File: config.mk
export PLATFORM = sky130hd
export DESIGN_NAME = spi_mf_ctrl
export DESIGN_NICKNAME = d
export VERILOG_FILES = /design/src/rtl/spi_mf_pkg.sv /design/src/rtl/spi_mf_sync.sv /design/src/rtl/spi_mf_rate.sv /design/src/rtl/spi_mf_engine.sv /design/src/rtl/spi_mf_ctrl.sv
export SDC_FILE = /design/constraint.sdc
export NUM_CORES = 1
export LEC_CHECK = 0
export BUFFER_PORTS_ARGS = -buffer_cell sky130_fd_sc_hd__buf_4
export CAP_MARGIN = 30
export CORE_UTILIZATION = 40
export CTS_CLUSTER_SIZE = 12
export DETAILED_ROUTE_END_ITERATION = 7
export PLACE_DENSITY = 0.66
export SYNTH_ARGS = -nofsm -noshare
export SYNTH_HDL_FRONTEND = slang
export SYNTH_SLANG_ARGS = --single-unit
File: constraint.sdc
create_clock -name clk -period 4.1 [get_ports clk]
set_input_delay 0.205 -clock clk [delete_from_list [all_inputs] [get_ports clk]]
set_output_delay 0.205 -clock clk [all_outputs]
set_load 0.05 [all_outputs]
File: src/rtl/spi_mf_pkg.sv
package spi_mf_pkg;

    typedef enum logic [1:0] {
        ST_IDLE,
        ST_MASTER,
        ST_SLAVE,
        ST_SLAVE_HOLD
    } eng_state_t;

    typedef struct packed {
        logic       irq_en;
        logic       enable;
        logic       div2_off;
        logic       master;
        logic       cpol;
        logic       cpha;
        logic [1:0] rate;
    } ctrl_t;

    localparam logic [1:0] ADDR_CTRL = 2'd0;
    localparam logic [1:0] ADDR_STAT = 2'd1;
    localparam logic [1:0] ADDR_DATA = 2'd2;

endpackage

File: src/rtl/spi_mf_sync.sv
module spi_mf_sync #(
    parameter int unsigned    W       = 3,
    parameter int unsigned    STAGES  = 2,
    parameter logic [W-1:0]   RST_VAL = '0
) (
    input  logic         clk,
    input  logic         rst_n,
    input  logic [W-1:0] d,
    output logic [W-1:0] q
);

    logic [W-1:0] pipe [STAGES];

    always_ff @(posedge clk or negedge rst_n) begin
        if (!rst_n) begin
            for (int i = 0; i < STAGES; i++) pipe[i] <= RST_VAL;
        end else begin
            pipe[0] <= d;
            for (int i = 1; i < STAGES; i++) pipe[i] <= pipe[i-1];
        end
    end

    assign q = pipe[STAGES-1];

endmodule

File: src/rtl/spi_mf_rate.sv
module spi_mf_rate #(
    parameter int unsigned MAX_HALF_LOG = 6
) (
    input  logic       clk,
    input  logic       rst_n,
    input  logic       run,
    input  logic       div2_off,
    input  logic [1:0] rate,
    output logic       tick
);

    localparam int unsigned CNT_W = MAX_HALF_LOG + 1;

    logic [3:0]       base_log;
    logic [3:0]       half_log;
    logic [CNT_W-1:0] limit;
    logic [CNT_W-1:0] cnt;

    // full period = 2**base_log, halved when the bypass bit is set
    always_comb begin
        unique case (rate)
            2'd0: base_log = 4'd3;
            2'd1: base_log = 4'd4;
            2'd2: base_log = 4'd6;
            2'd3: base_log = 4'd7;
        endcase
        half_log = base_log - 4'd1 - {3'b000, div2_off};
        limit    = (CNT_W'(1) << half_log) - CNT_W'(1);
    end

    always_ff @(posedge clk or negedge rst_n) begin
        if (!rst_n)              cnt <= '0;
        else if (!run)           cnt <= '0;
        else if (cnt == limit)   cnt <= '0;
        else                     cnt <= cnt + CNT_W'(1);
    end

    assign tick = run && (cnt == limit);

endmodule

File: src/rtl/spi_mf_engine.sv
module spi_mf_engine
    import spi_mf_pkg::*;
#(
    parameter int unsigned DATA_W = 8
) (
    input  logic              clk,
    input  logic              rst_n,
    input  logic              en,
    input  logic              master,
    input  logic              cpha,
    input  logic              mst_tick,
    input  logic              sck_edge,
    input  logic              ss_active,
    input  logic              start,
    input  logic [DATA_W-1:0] load_byte,
    input  logic              miso_in,
    input  logic              mosi_in,
    output eng_state_t        state_o,
    output logic              sck_ph,
    output logic              out_bit,
    output logic [DATA_W-1:0] rx_byte,
    output logic              rx_strobe
);

    localparam int unsigned EDGES = 2 * DATA_W;
    localparam int unsigned EC_W  = $clog2(EDGES + 1);

    eng_state_t        state_q, state_d;
    logic [EC_W-1:0]   ecnt;
    logic [DATA_W-1:0] tx_sh, rx_sh;
    logic              edge_ev, leading, capture_ev, launch_ev;
    logic              last_cap, final_edge, in_bit, enter, leave;

    // state register
    always_ff @(posedge clk or negedge rst_n) begin
        if (!rst_n) state_q <= ST_IDLE;
        else        state_q <= state_d;
    end

    // next state
    always_comb begin
        state_d = state_q;
        unique case (state_q)
            ST_IDLE: begin
                if (en && master && start)          state_d = ST_MASTER;
                else if (en && !master && ss_active) state_d = ST_SLAVE;
            end
            ST_MASTER: begin
                if (!en || !master)   state_d = ST_IDLE;
                else if (final_edge)  state_d = ST_IDLE;
            end
            ST_SLAVE: begin
                if (!en || master || !ss_active) state_d = ST_IDLE;
                else if (final_edge)             state_d = ST_SLAVE_HOLD;
            end
            ST_SLAVE_HOLD: begin
                if (!en || master || !ss_active) state_d = ST_IDLE;
            end
        endcase
    end

    // edge classification
    always_comb begin
        unique case (state_q)
            ST_MASTER: edge_ev = mst_tick;
            ST_SLAVE:  edge_ev = sck_edge;
            default:   edge_ev = 1'b0;
        endcase
        leading    = !ecnt[0];
        capture_ev = edge_ev && (leading ^ cpha);
        launch_ev  = edge_ev && !(leading ^ cpha);
        last_cap   = capture_ev && (ecnt == (EC_W'(EDGES - 2) + EC_W'(cpha)));
        final_edge = edge_ev && (ecnt == EC_W'(EDGES - 1));
        in_bit     = (state_q == ST_MASTER) ? miso_in : mosi_in;
        enter      = (state_q == ST_IDLE) && (state_d != ST_IDLE);
        leave      = (state_q != ST_IDLE) && (state_d == ST_IDLE);
    end

    // datapath
    always_ff @(posedge clk or negedge rst_n) begin
        if (!rst_n) begin
            ecnt    <= '0;
            tx_sh   <= '0;
            rx_sh   <= '0;
            rx_byte <= '0;
            out_bit <= 1'b0;
            sck_ph  <= 1'b0;
        end else if (enter) begin
            ecnt    <= '0;
            sck_ph  <= 1'b0;
            out_bit <= load_byte[DATA_W-1];
            tx_sh   <= cpha ? load_byte : (load_byte << 1);
        end else begin
            if (edge_ev) begin
                ecnt   <= ecnt + EC_W'(1);
                sck_ph <= ~sck_ph;
            end
            if (capture_ev) rx_sh <= {rx_sh[DATA_W-2:0], in_bit};
            if (last_cap)   rx_byte <= {rx_sh[DATA_W-2:0], in_bit};
            if (launch_ev) begin
                out_bit <= tx_sh[DATA_W-1];
                tx_sh   <= tx_sh << 1;
            end
            if (leave) sck_ph <= 1'b0;
        end
    end

    // outputs
    always_comb begin
        state_o   = state_q;
        rx_strobe = last_cap && en;
    end

endmodule

File: src/rtl/spi_mf_ctrl.sv
module spi_mf_ctrl
    import spi_mf_pkg::*;
#(
    parameter int unsigned DATA_W       = 8,
    parameter int unsigned SYNC_STAGES  = 2,
    parameter int unsigned MAX_HALF_LOG = 6
) (
    input  logic              clk,
    input  logic              rst_n,
    input  logic              bus_sel,
    input  logic              bus_wr,
    input  logic [1:0]        bus_addr,
    input  logic [DATA_W-1:0] bus_wdata,
    output logic [DATA_W-1:0] bus_rdata,
    output logic              irq,
    input  logic              sck_in,
    output logic              sck_out,
    output logic              sck_oe,
    input  logic              mosi_in,
    output logic              mosi_out,
    output logic              mosi_oe,
    input  logic              miso_in,
    output logic              miso_out,
    output logic              miso_oe,
    input  logic              ss_n
);

    ctrl_t             ctrl_q;
    logic [DATA_W-1:0] tx_buf, rx_byte, load_byte;
    logic              ss_s_n, sck_s, mosi_s, sck_prev, sck_edge;
    logic              wr_ctrl, wr_data, rd_stat, clr_acc, fault_ev;
    logic              done_q, fault_q, arm_done, arm_fault;
    logic              mst_tick, sck_ph, out_bit, rx_strobe;
    eng_state_t        eng_state;

    spi_mf_sync #(.W(3), .STAGES(SYNC_STAGES), .RST_VAL(3'b100)) i_sync (
        .clk   (clk),
        .rst_n (rst_n),
        .d     ({ss_n, sck_in, mosi_in}),
        .q     ({ss_s_n, sck_s, mosi_s})
    );

    spi_mf_rate #(.MAX_HALF_LOG(MAX_HALF_LOG)) i_rate (
        .clk      (clk),
        .rst_n    (rst_n),
        .run      (eng_state == ST_MASTER),
        .div2_off (ctrl_q.div2_off),
        .rate     (ctrl_q.rate),
        .tick     (mst_tick)
    );

    spi_mf_engine #(.DATA_W(DATA_W)) i_engine (
        .clk       (clk),
        .rst_n     (rst_n),
        .en        (ctrl_q.enable),
        .master    (ctrl_q.master),
        .cpha      (ctrl_q.cpha),
        .mst_tick  (mst_tick),
        .sck_edge  (sck_edge),
        .ss_active (!ss_s_n),
        .start     (wr_data),
        .load_byte (load_byte),
        .miso_in   (miso_in),
        .mosi_in   (mosi_s),
        .state_o   (eng_state),
        .sck_ph    (sck_ph),
        .out_bit   (out_bit),
        .rx_byte   (rx_byte),
        .rx_strobe (rx_strobe)
    );

    always_comb begin
        wr_ctrl   = bus_sel && bus_wr && (bus_addr == ADDR_CTRL);
        wr_data   = bus_sel && bus_wr && (bus_addr == ADDR_DATA);
        rd_stat   = bus_sel && !bus_wr && (bus_addr == ADDR_STAT);
        clr_acc   = bus_sel && ((bus_addr == ADDR_CTRL) || (bus_addr == ADDR_DATA));
        fault_ev  = ctrl_q.enable && ctrl_q.master && !ss_s_n;
        sck_edge  = sck_s ^ sck_prev;
        load_byte = wr_data ? bus_wdata : tx_buf;
    end

    always_ff @(posedge clk or negedge rst_n) begin
        if (!rst_n) begin
            ctrl_q    <= '0;
            tx_buf    <= '0;
            sck_prev  <= 1'b0;
            done_q    <= 1'b0;
            fault_q   <= 1'b0;
            arm_done  <= 1'b0;
            arm_fault <= 1'b0;
        end else begin
            sck_prev <= sck_s;
            if (wr_ctrl) ctrl_q <= ctrl_t'(bus_wdata[7:0]);
            if (fault_ev) begin
                ctrl_q.enable <= 1'b0;
                ctrl_q.master <= 1'b0;
            end
            if (wr_data) tx_buf <= bus_wdata;

            if (rd_stat) begin
                arm_done  <= done_q;
                arm_fault <= fault_q;
            end else if (clr_acc) begin
                arm_done  <= 1'b0;
                arm_fault <= 1'b0;
            end

            if (rx_strobe)                 done_q <= 1'b1;
            else if (clr_acc && arm_done)  done_q <= 1'b0;

            if (fault_ev)                  fault_q <= 1'b1;
            else if (clr_acc && arm_fault) fault_q <= 1'b0;
        end
    end

    // outputs
    always_comb begin
        irq      = ctrl_q.irq_en && (done_q || fault_q);
        sck_oe   = ctrl_q.enable && ctrl_q.master;
        mosi_oe  = ctrl_q.enable && ctrl_q.master;
        miso_oe  = ctrl_q.enable && !ctrl_q.master && !ss_s_n;
        sck_out  = ctrl_q.cpol ^ sck_ph;
        mosi_out = out_bit;
        miso_out = (eng_state == ST_IDLE) ? tx_buf[DATA_W-1] : out_bit;
        unique case (bus_addr)
            ADDR_CTRL: bus_rdata = DATA_W'(ctrl_q);
            ADDR_STAT: bus_rdata = DATA_W'({done_q, fault_q, 6'b000000});
            ADDR_DATA: bus_rdata = rx_byte;
            default:   bus_rdata = '0;
        endcase
    end

endmodule

==> metrics.md, run 1 <==
| Metric | Value |
|---|---|
| Status | `finished, final reports clean` |
| Clock power frac | `26.6%` |
| Clock sink count | `66` |
| DR WL/cell | `15.7 um` |
| Simple-gate share of the synthesized area | `15.4%` |
| Core ar. | `8720 um2` |
| Final #Nets | `424` |
| RSZ-0062 raised after global routing | `false` |
| R2R cell count | `10` |
| Syn nets | `385` |
| FF+latch count, synth | `66` |
| Number of global-route vias before repair | `2,713` |
| Cell count after synthesis | `352` |
| Sw power | `0.868 mW` |
| Mux share of post-synthesis cell area | `14.2%` |
| Post-synthesis compound-gate area fraction | `12.1%` |
| Vias per cell | `5.48` |
| Fin. Hold Viols | `0` |
| Minimum clock period | `3840 ps` |
| CP endpoint kind | `register` |
| EDFF count, synth | `0` |
| Leak | `2.01 nW` |
| # setup viols final | `0` |
| Max Freq | `260 MHz` |
| Worst path arrival time | `4080 ps` |
| Root Driver | `clkbuf_8` |
| Total CTS buffers | `9` |
| Worst Path Required | `4330 ps` |
| Synth Area in Adders | `5.44%` |
| N_diodes | `0` |
| Row count | `34` |
| Drc violations | `0` |
| Fin crit share | `93.8%` |
| Hold Crit Class | `input pin to register` |
| First-pass GRT wire length | `13,500 um` |
| Final wirelength | `7910 um` |
| Share of layout cells above drive strength 1 | `22.2%` |
| Sequential share of the synthesized area | `46.1%` |
| Synthesized area | `3590 um2` |
| Max-Cap Viols | `0` |
| Worst-path clk slew | `80 ps` |
| Logic gate share of total power | `35.7%` |
| Synth warn | `0` |
| Largest net degree at the start of global routing | `67` |
| TritonRoute pass-1 iters | `4` |
| Mean area per synthesized cell | `10.2 um2` |
| Reg2reg start | `ctrl_q[5]$_DFFE_PN0P_` |
| CTS H-tree depth | `3` |
| Cell Count Post-Placement | `484` |
| Sequential Power Share | `37.7%` |
| R2R setup slack | `260 ps` |
| Pwr dens | `546 nW/um2` |
| Post-CTS setup buffers | `0` |
| Crit path launch | `ctrl_q[5]$_DFFE_PN0P_` |
| Yosys top cell area share | `44.6%` |
| Synth async-reset ratio | `100%` |
| Crit Path Category | `register to register` |
| Fillers | `783` |
| TNS Setup | `0 ps` |
| Leading area contributor after synthesis | `dfrtp_1` |
| Deepest clock path buffer count | `2` |
| Placer Congestion | `0.939` |
| IO Count | `33` |
| Area Growth Syn to Fin | `18.2%` |
| Die area | `9360 um2` |
| Die Wd | `96.7 um` |
| Most common flop cell mapped by yosys | `dfrtp_1` |
| Number of port buffers | `32` |
| CTS tree | `done` |
| Worst Max-Slew Pin Slew | `997 ps` |
| Cell Int Power | `1.45 mW` |
| Finished Layout Cells | `504` |
| Worst clock skew | `11.2 ps` |
| Iter 0 DRT Violations | `146` |
| Max VDD drop | `0.311 mV` |
| Total GRT Usage | `18.2%` |
| Die H | `96.7 um` |
| Clk_lat worst skew | `340 ps` |
| RR Endpoint | `i_engine.rx_byte[2]$_DFFE_PN0P_` |
| Global route overflow | `0` |
| Post-DP HPWL | `5720 um` |
| Initial core utilization | `41.2%` |
| CP max FO | `8` |
| Fin. max-slew vios | `0` |
| Post-Synth XOR/XNOR Area | `2.68%` |
| Via count | `2,763` |
| Switching share of power | `37.4%` |
| Startpoint types | `register` |
| Slew headroom | `33.3%` |
| CP endpoint | `i_engine.rx_byte[2]$_DFFE_PN0P_` |
| Layout Utilization | `48.7%` |
| Main combinational cell family by area after synthesis | `simple AND/OR/NAND/NOR gates` |
| Largest cells by area after synthesis | `dfrtp_1 45%, mux2_2 7.5%, mux2i_1 6.7%, ha_1 4.9%, nor2_1 3.9%` |
| Initial antenna violation count | `0` |
| Routed Antenna Nets | `0` |
| Synth unique cells | `53` |
## what timing repair did
action / CTS / global route
setup endpoints to repair: 0 / 16
hold buffers: 4 / 0
hold endpoints to repair: 45 / 0
resized for setup: 0 / 3
## cells in the mapped netlist, types with 2 or more instances
master / n
a21boi_0: 2
a21oi_1: 6
a31oi_1: 10
and2_1: 2
and3_1: 4
and4_1: 3
buf_1: 3
buf_4: 2
clkbuf_1: 9
dfrtp_1: 64
dfstp_2: 2
ha_1: 14
inv_1: 20
mux2_2: 24
mux2i_1: 24
nand2_1: 21
nand2b_1: 3
nand3_1: 18
nand4_1: 4
nor2_1: 37
nor2b_1: 7
nor3_1: 6
nor4_1: 2
o211a_1: 2
o211ai_1: 7
o21a_1: 2
o21ai_0: 18
o311ai_0: 2
xnor2_1: 5
xor2_1: 6
## worst max-delay path: stages (launching register included)
cell	delay (ps)
dfrtp_1	400
inv_1	190
fa_1	570
or4_1	500
nor2_1	100
nor4_1	60
xor2_1	190
or4b_1	740
a2111oi_4	400
buf_4	220
mux2_2	350
## layout by cell type, fill, tap and decap left out, drive strengths merged, types with 2 or more instances in the layout
cell / count
a211oi: 2
a21boi: 2
a21oi: 6
a31oi: 10
and2: 2
and3: 4
and4: 3
buf: 40
bufinv: 2
clkbuf: 10
clkinv: 4
dfrtp: 64
dfstp: 2
dlygate4sd3: 4
ha: 14
inv: 20
mux2: 24
mux2i: 24
nand2: 21
nand2b: 3
nand3: 18
nand4: 4
nor2: 37
nor2b: 7
nor3: 6
nor4: 2
o211a: 2
o211ai: 7
o21a: 2
o21ai: 19
o311ai: 2
or4b: 2
xnor2: 5
xor2: 6
## registers in the layout, summed over array words and instances, names as in the netlist, 2 cells and up
signal	cells
i_engine.tx_sh	8
i_engine.rx_byte	8
i_engine.rx_sh	7
i_engine.state_o	2
i_engine.ecnt	5
i_sync.pipe	3
tx_buf	8
i_sync.q	3
ctrl_q	8
i_rate.cnt	7
## layer usage
layer | part of all wire [%] | track usage (%) | vias up
met5 | 0 | 0 | -
met4 | 2.4 | 7.12 | 0
met3 | 4.7 | 4.34 | 18
met2 | 47 | 28.1 | 65
met1 | 46 | 24.7 | 1356
li1 | - | - | 1324
## logic make-up after synthesis
group | Yosys count
AO/OA/AOI/OAI | 62
AND/OR/NAND/NOR | 113
XOR/XNOR | 11
adder cells (fa/ha/maj) | 15
flip-flops | 66
multiplexers | 48
buffers and inverters | 37
## stage by stage
stage                     setup slack (ps)  area [um2]  hold slack, ps  power (mW)
after global placement                 335        3960             313        1.68
final                                  255        4240            92.4        2.32
after floorplan                       74.8        3590           -90.6        1.46
after detailed placement               261        3960             317        1.70
after global routing                  32.7        4240            76.7        2.46
after CTS                              240        4230            74.6        2.33
## area by class of cell
class                           instances  area (um2)  area share [%]
Clock buffer                           10         138            3.24
Clock inverter                          6        90.1            2.12
Inverter                               21        78.8            1.86
Multi-Input combinational cell        249        1810            42.6
Sequential cell                        66        1650            39.0
Tap cell                              108         135            3.18
Timing Repair Buffer                   44         340            8.02
## how the worst min path moves through the flow
| stage | start | endpoint | depth (start not counted) |
|---|---|---|---|
| floorplan | rst_n | arm_done$_DFFE_PN0P_ | 0 |
| detailed placement | ss_n | i_sync.pipe[5]$_DFF_PN1_ | 1 |
| CTS | bus_sel | arm_done$_DFFE_PN0P_ | 2 |
| global placement | ss_n | i_sync.pipe[5]$_DFF_PN1_ | 1 |
| finish | bus_sel | arm_done$_DFFE_PN0P_ | 2 |
| global route | bus_wdata[2] | ctrl_q[2]$_DFFE_PN0P_ | 2 |
## power by group through the flow
stage	Clock (mW)	Sequential [mW]	Combinational, mW
final	0.617	0.874	0.829
after global routing	0.667	0.890	0.908
after CTS	0.634	0.873	0.825
after detailed placement	0	0.885	0.818
after global placement	0	0.880	0.801
after floorplan	0	0.864	0.598
(Power assumes the default switching activity.)
==> run 2, diff against run 1 <==
- PLACE_DENSITY: 0.66 -> 0.72
==> metrics.md, run 2 (synthesis results as in run 1) <==
| Metric | Value |
|---|---|
| Status | `finished, final reports clean` |
| Row count | `34 (unchanged)` |
| R2R setup slack | `240 ps (-20 ps)` |
| Worst Path Required | `4330 ps (about the same)` |
| Startpoint types | `register` |
| RSZ-0062 raised after global routing | `false` |
| CP max FO | `8 (unchanged)` |
| Sequential Power Share | `37.7% (about the same)` |
| Pwr dens | `550 nW/um2 (+0.64%)` |
| CP max stage delay | `720 ps (-20 ps)` |
| Initial antenna violation count | `0 (unchanged)` |
| Fin. Hold Viols | `0 (unchanged)` |
| Iter 0 DRT Violations | `180 (+23%)` |
| Total GRT Usage | `18.4% (+0.23 points)` |
| Clk_lat worst skew | `360 ps (+20 ps)` |
| Die Wd | `96.7 um (unchanged)` |
| Cell Count Post-Placement | `482 (-0.41%)` |
| Most frequent cells in the layout | `64 x dfrtp_1, 38 x buf_4, 37 x nor2_1, 24 x mux2i_1, 24 x mux2_2` |
| Deepest clock path buffer count | `2 (unchanged)` |
| Routed Antenna Nets | `0 (unchanged)` |
| Die H | `96.7 um (unchanged)` |
| Via count | `2,781 (+0.65%)` |
| Logic gate share of total power | `35.4% (-0.3 points)` |
| Crit path launch | `ctrl_q[5]$_DFFE_PN0P_` |
| RR Endpoint | `i_engine.rx_byte[6]$_DFFE_PN0P_` |
| Max-Cap Viols | `0 (unchanged)` |
| Slew headroom | `34.9% (+1.6 points)` |
| Critical path's slowest cell | `or4b_1` |
| CTS tree | `done` |
| Worst clock skew | `13.4 ps (+2.23 ps)` |
| Cell Int Power | `1.44 mW (-1.1%)` |
| Placer Congestion | `0.857 (-8.7%)` |
| Fin crit share | `94.2% (+0.38 points)` |
| Initial core utilization | `41.2% (unchanged)` |
| DR WL/cell | `16.1 um (+2.7%)` |
| Largest net degree at the start of global routing | `67 (unchanged)` |
| Area Growth Syn to Fin | `17.7%` |
| Endpoint, Worst Hold | `arm_done$_DFFE_PN0P_` |
| Worst Max-Slew Pin Slew | `973 ps (-23.8 ps)` |
| Switching share of power | `38.2% (+0.78 points)` |
| TNS Setup | `0 ps (unchanged)` |
| Global route overflow | `0 (unchanged)` |
| Drc violations | `0 (unchanged)` |
| Critical path's top delay family | `simple AND/OR/NAND/NOR gates` |
| TritonRoute pass-1 iters | `4 (unchanged)` |
| Hold Crit Class | `input pin to register` |
| Number of global-route vias before repair | `2,818 (+3.9%)` |
| R2R cell count | `10 (unchanged)` |
| Hold path cells | `2 (unchanged)` |
| Clock sink count | `66 (unchanged)` |
| Crit Path Category | `register to register` |
| N_diodes | `0 (unchanged)` |
| Clock power frac | `26.9% (+0.3 points)` |
| Layout Utilization | `48.5% (-0.22 points)` |
| Finished Layout Cells | `502 (-0.40%)` |
| Cells along the critical path | `inv_1, fa_1, or4_1, nor2_1, nor4_1, xor2_1, or4b_1, a2111oi_4, buf_4, mux2_2` |
| Reg2reg start | `ctrl_q[5]$_DFFE_PN0P_` |
| Max Freq | `259 MHz (-0.40%)` |
| Vias per cell | `5.54 (+1.1%)` |
| Core ar. | `8720 um2 (unchanged)` |
| First-pass GRT wire length | `13,700 um (+2.1%)` |
| # setup viols final | `0 (unchanged)` |
| Buffers plus inverters on the worst setup path | `2 (unchanged)` |
| CTS H-tree depth | `3 (unchanged)` |
| Fin. max-slew vios | `0 (unchanged)` |
| Final #Nets | `422 (-0.47%)` |
| Max VDD drop | `0.332 mV (+6.8%)` |
| Root Driver | `clkbuf_8` |
| IO Count | `33 (unchanged)` |
| Worst-path clk slew | `90 ps (about the same)` |
| Worst path arrival time | `4090 ps (about the same)` |
| Minimum clock period | `3860 ps (+15.6 ps)` |
| Final wirelength | `8090 um (+2.3%)` |
| Total CTS buffers | `9 (unchanged)` |
| Sw power | `0.888 mW (+2.3%)` |
| Post-DP HPWL | `5670 um (-0.93%)` |
| Die area | `9360 um2 (unchanged)` |
| Number of port buffers | `32 (unchanged)` |
| HP Start | `bus_sel` |
| CP endpoint kind | `register` |
| Share of layout cells above drive strength 1 | `21.8% (-0.39 points)` |
| Most common cell after layout, fill and taps aside | `dfrtp_1` |
| Leak | `2.01 nW (-0.43%)` |
## run 2: cell types whose count changed in the layout (fill, tap and decap cells not counted)
cell and delta:
clkbuf_8 -1, buf_4 -2, clkinvlp_4 -1, inv_6 +2
## run 2: how the worst max path moves through the flow
stage                                            to  slack (ps)  cells past startpoint
floorplan             i_engine.tx_sh[0]$_DFFE_PN0P_          70                     14
global placement    i_engine.rx_byte[6]$_DFFE_PN0P_         380                     13
detailed placement  i_engine.rx_byte[5]$_DFFE_PN0P_         240                     13
CTS                 i_engine.rx_byte[3]$_DFFE_PN0P_         200                     13
global route        i_engine.rx_byte[5]$_DFFE_PN0P_           3                     13
finish              i_engine.rx_byte[6]$_DFFE_PN0P_         240                     10
## run 2: layer usage
layer  wire length (um)  part of all wire, %  global-route usage, %  vias to the layer above
met5                  0                    0                      0                        -
met2               3950                   49                   29.1                       70
met4                112                  1.4                   6.31                        0
met3                327                  4.0                   4.55                       11
met1               3700                   46                   24.6                     1372
li1                   -                    -                      -                     1328
## run 2: timing repair
action / CTS / global route
endpoints found under the setup margin: 0 / 18
resized for setup: 0 / 3
buffers inserted: 0 / 0
hold buffers: 4 / 0
hold endpoints to repair: 67 / 0
## run 2: stage by stage
| step | area, um2 | worst slack, ps | hold WS, ps | power (mW) |
|---|---|---|---|---|
| after floorplan | 3590 | 74.8 | -90.6 | 1.46 |
| after global placement | 3950 | 379 | 313 | 1.67 |
| after detailed placement | 3950 | 242 | 316 | 1.69 |
| after CTS | 4210 | 199 | 49.9 | 2.33 |
| after global routing | 4230 | 3.29 | 67.8 | 2.46 |
| final | 4230 | 240 | 62.5 | 2.32 |
## run 2: layout make-up
type	count	area (um2)
Clock buffer	9	124
Clock inverter	7	100
Fill cell	790	4500
Inverter	21	78.8
Multi-Input combinational cell	249	1810
Sequential cell	66	1650
Tap cell	108	135
Timing Repair Buffer	42	325
## run 2: power by group through the flow
stage          sequential [mW]  combinational (mW)  clock, mW
2_1_floorplan            0.864               0.598          0
3_3_place_gp             0.878               0.790          0
3_5_place_dp             0.886               0.805          0
4_1_cts                  0.874               0.817      0.640
5_1_grt                  0.891               0.905      0.666
6_report                 0.877               0.822      0.625
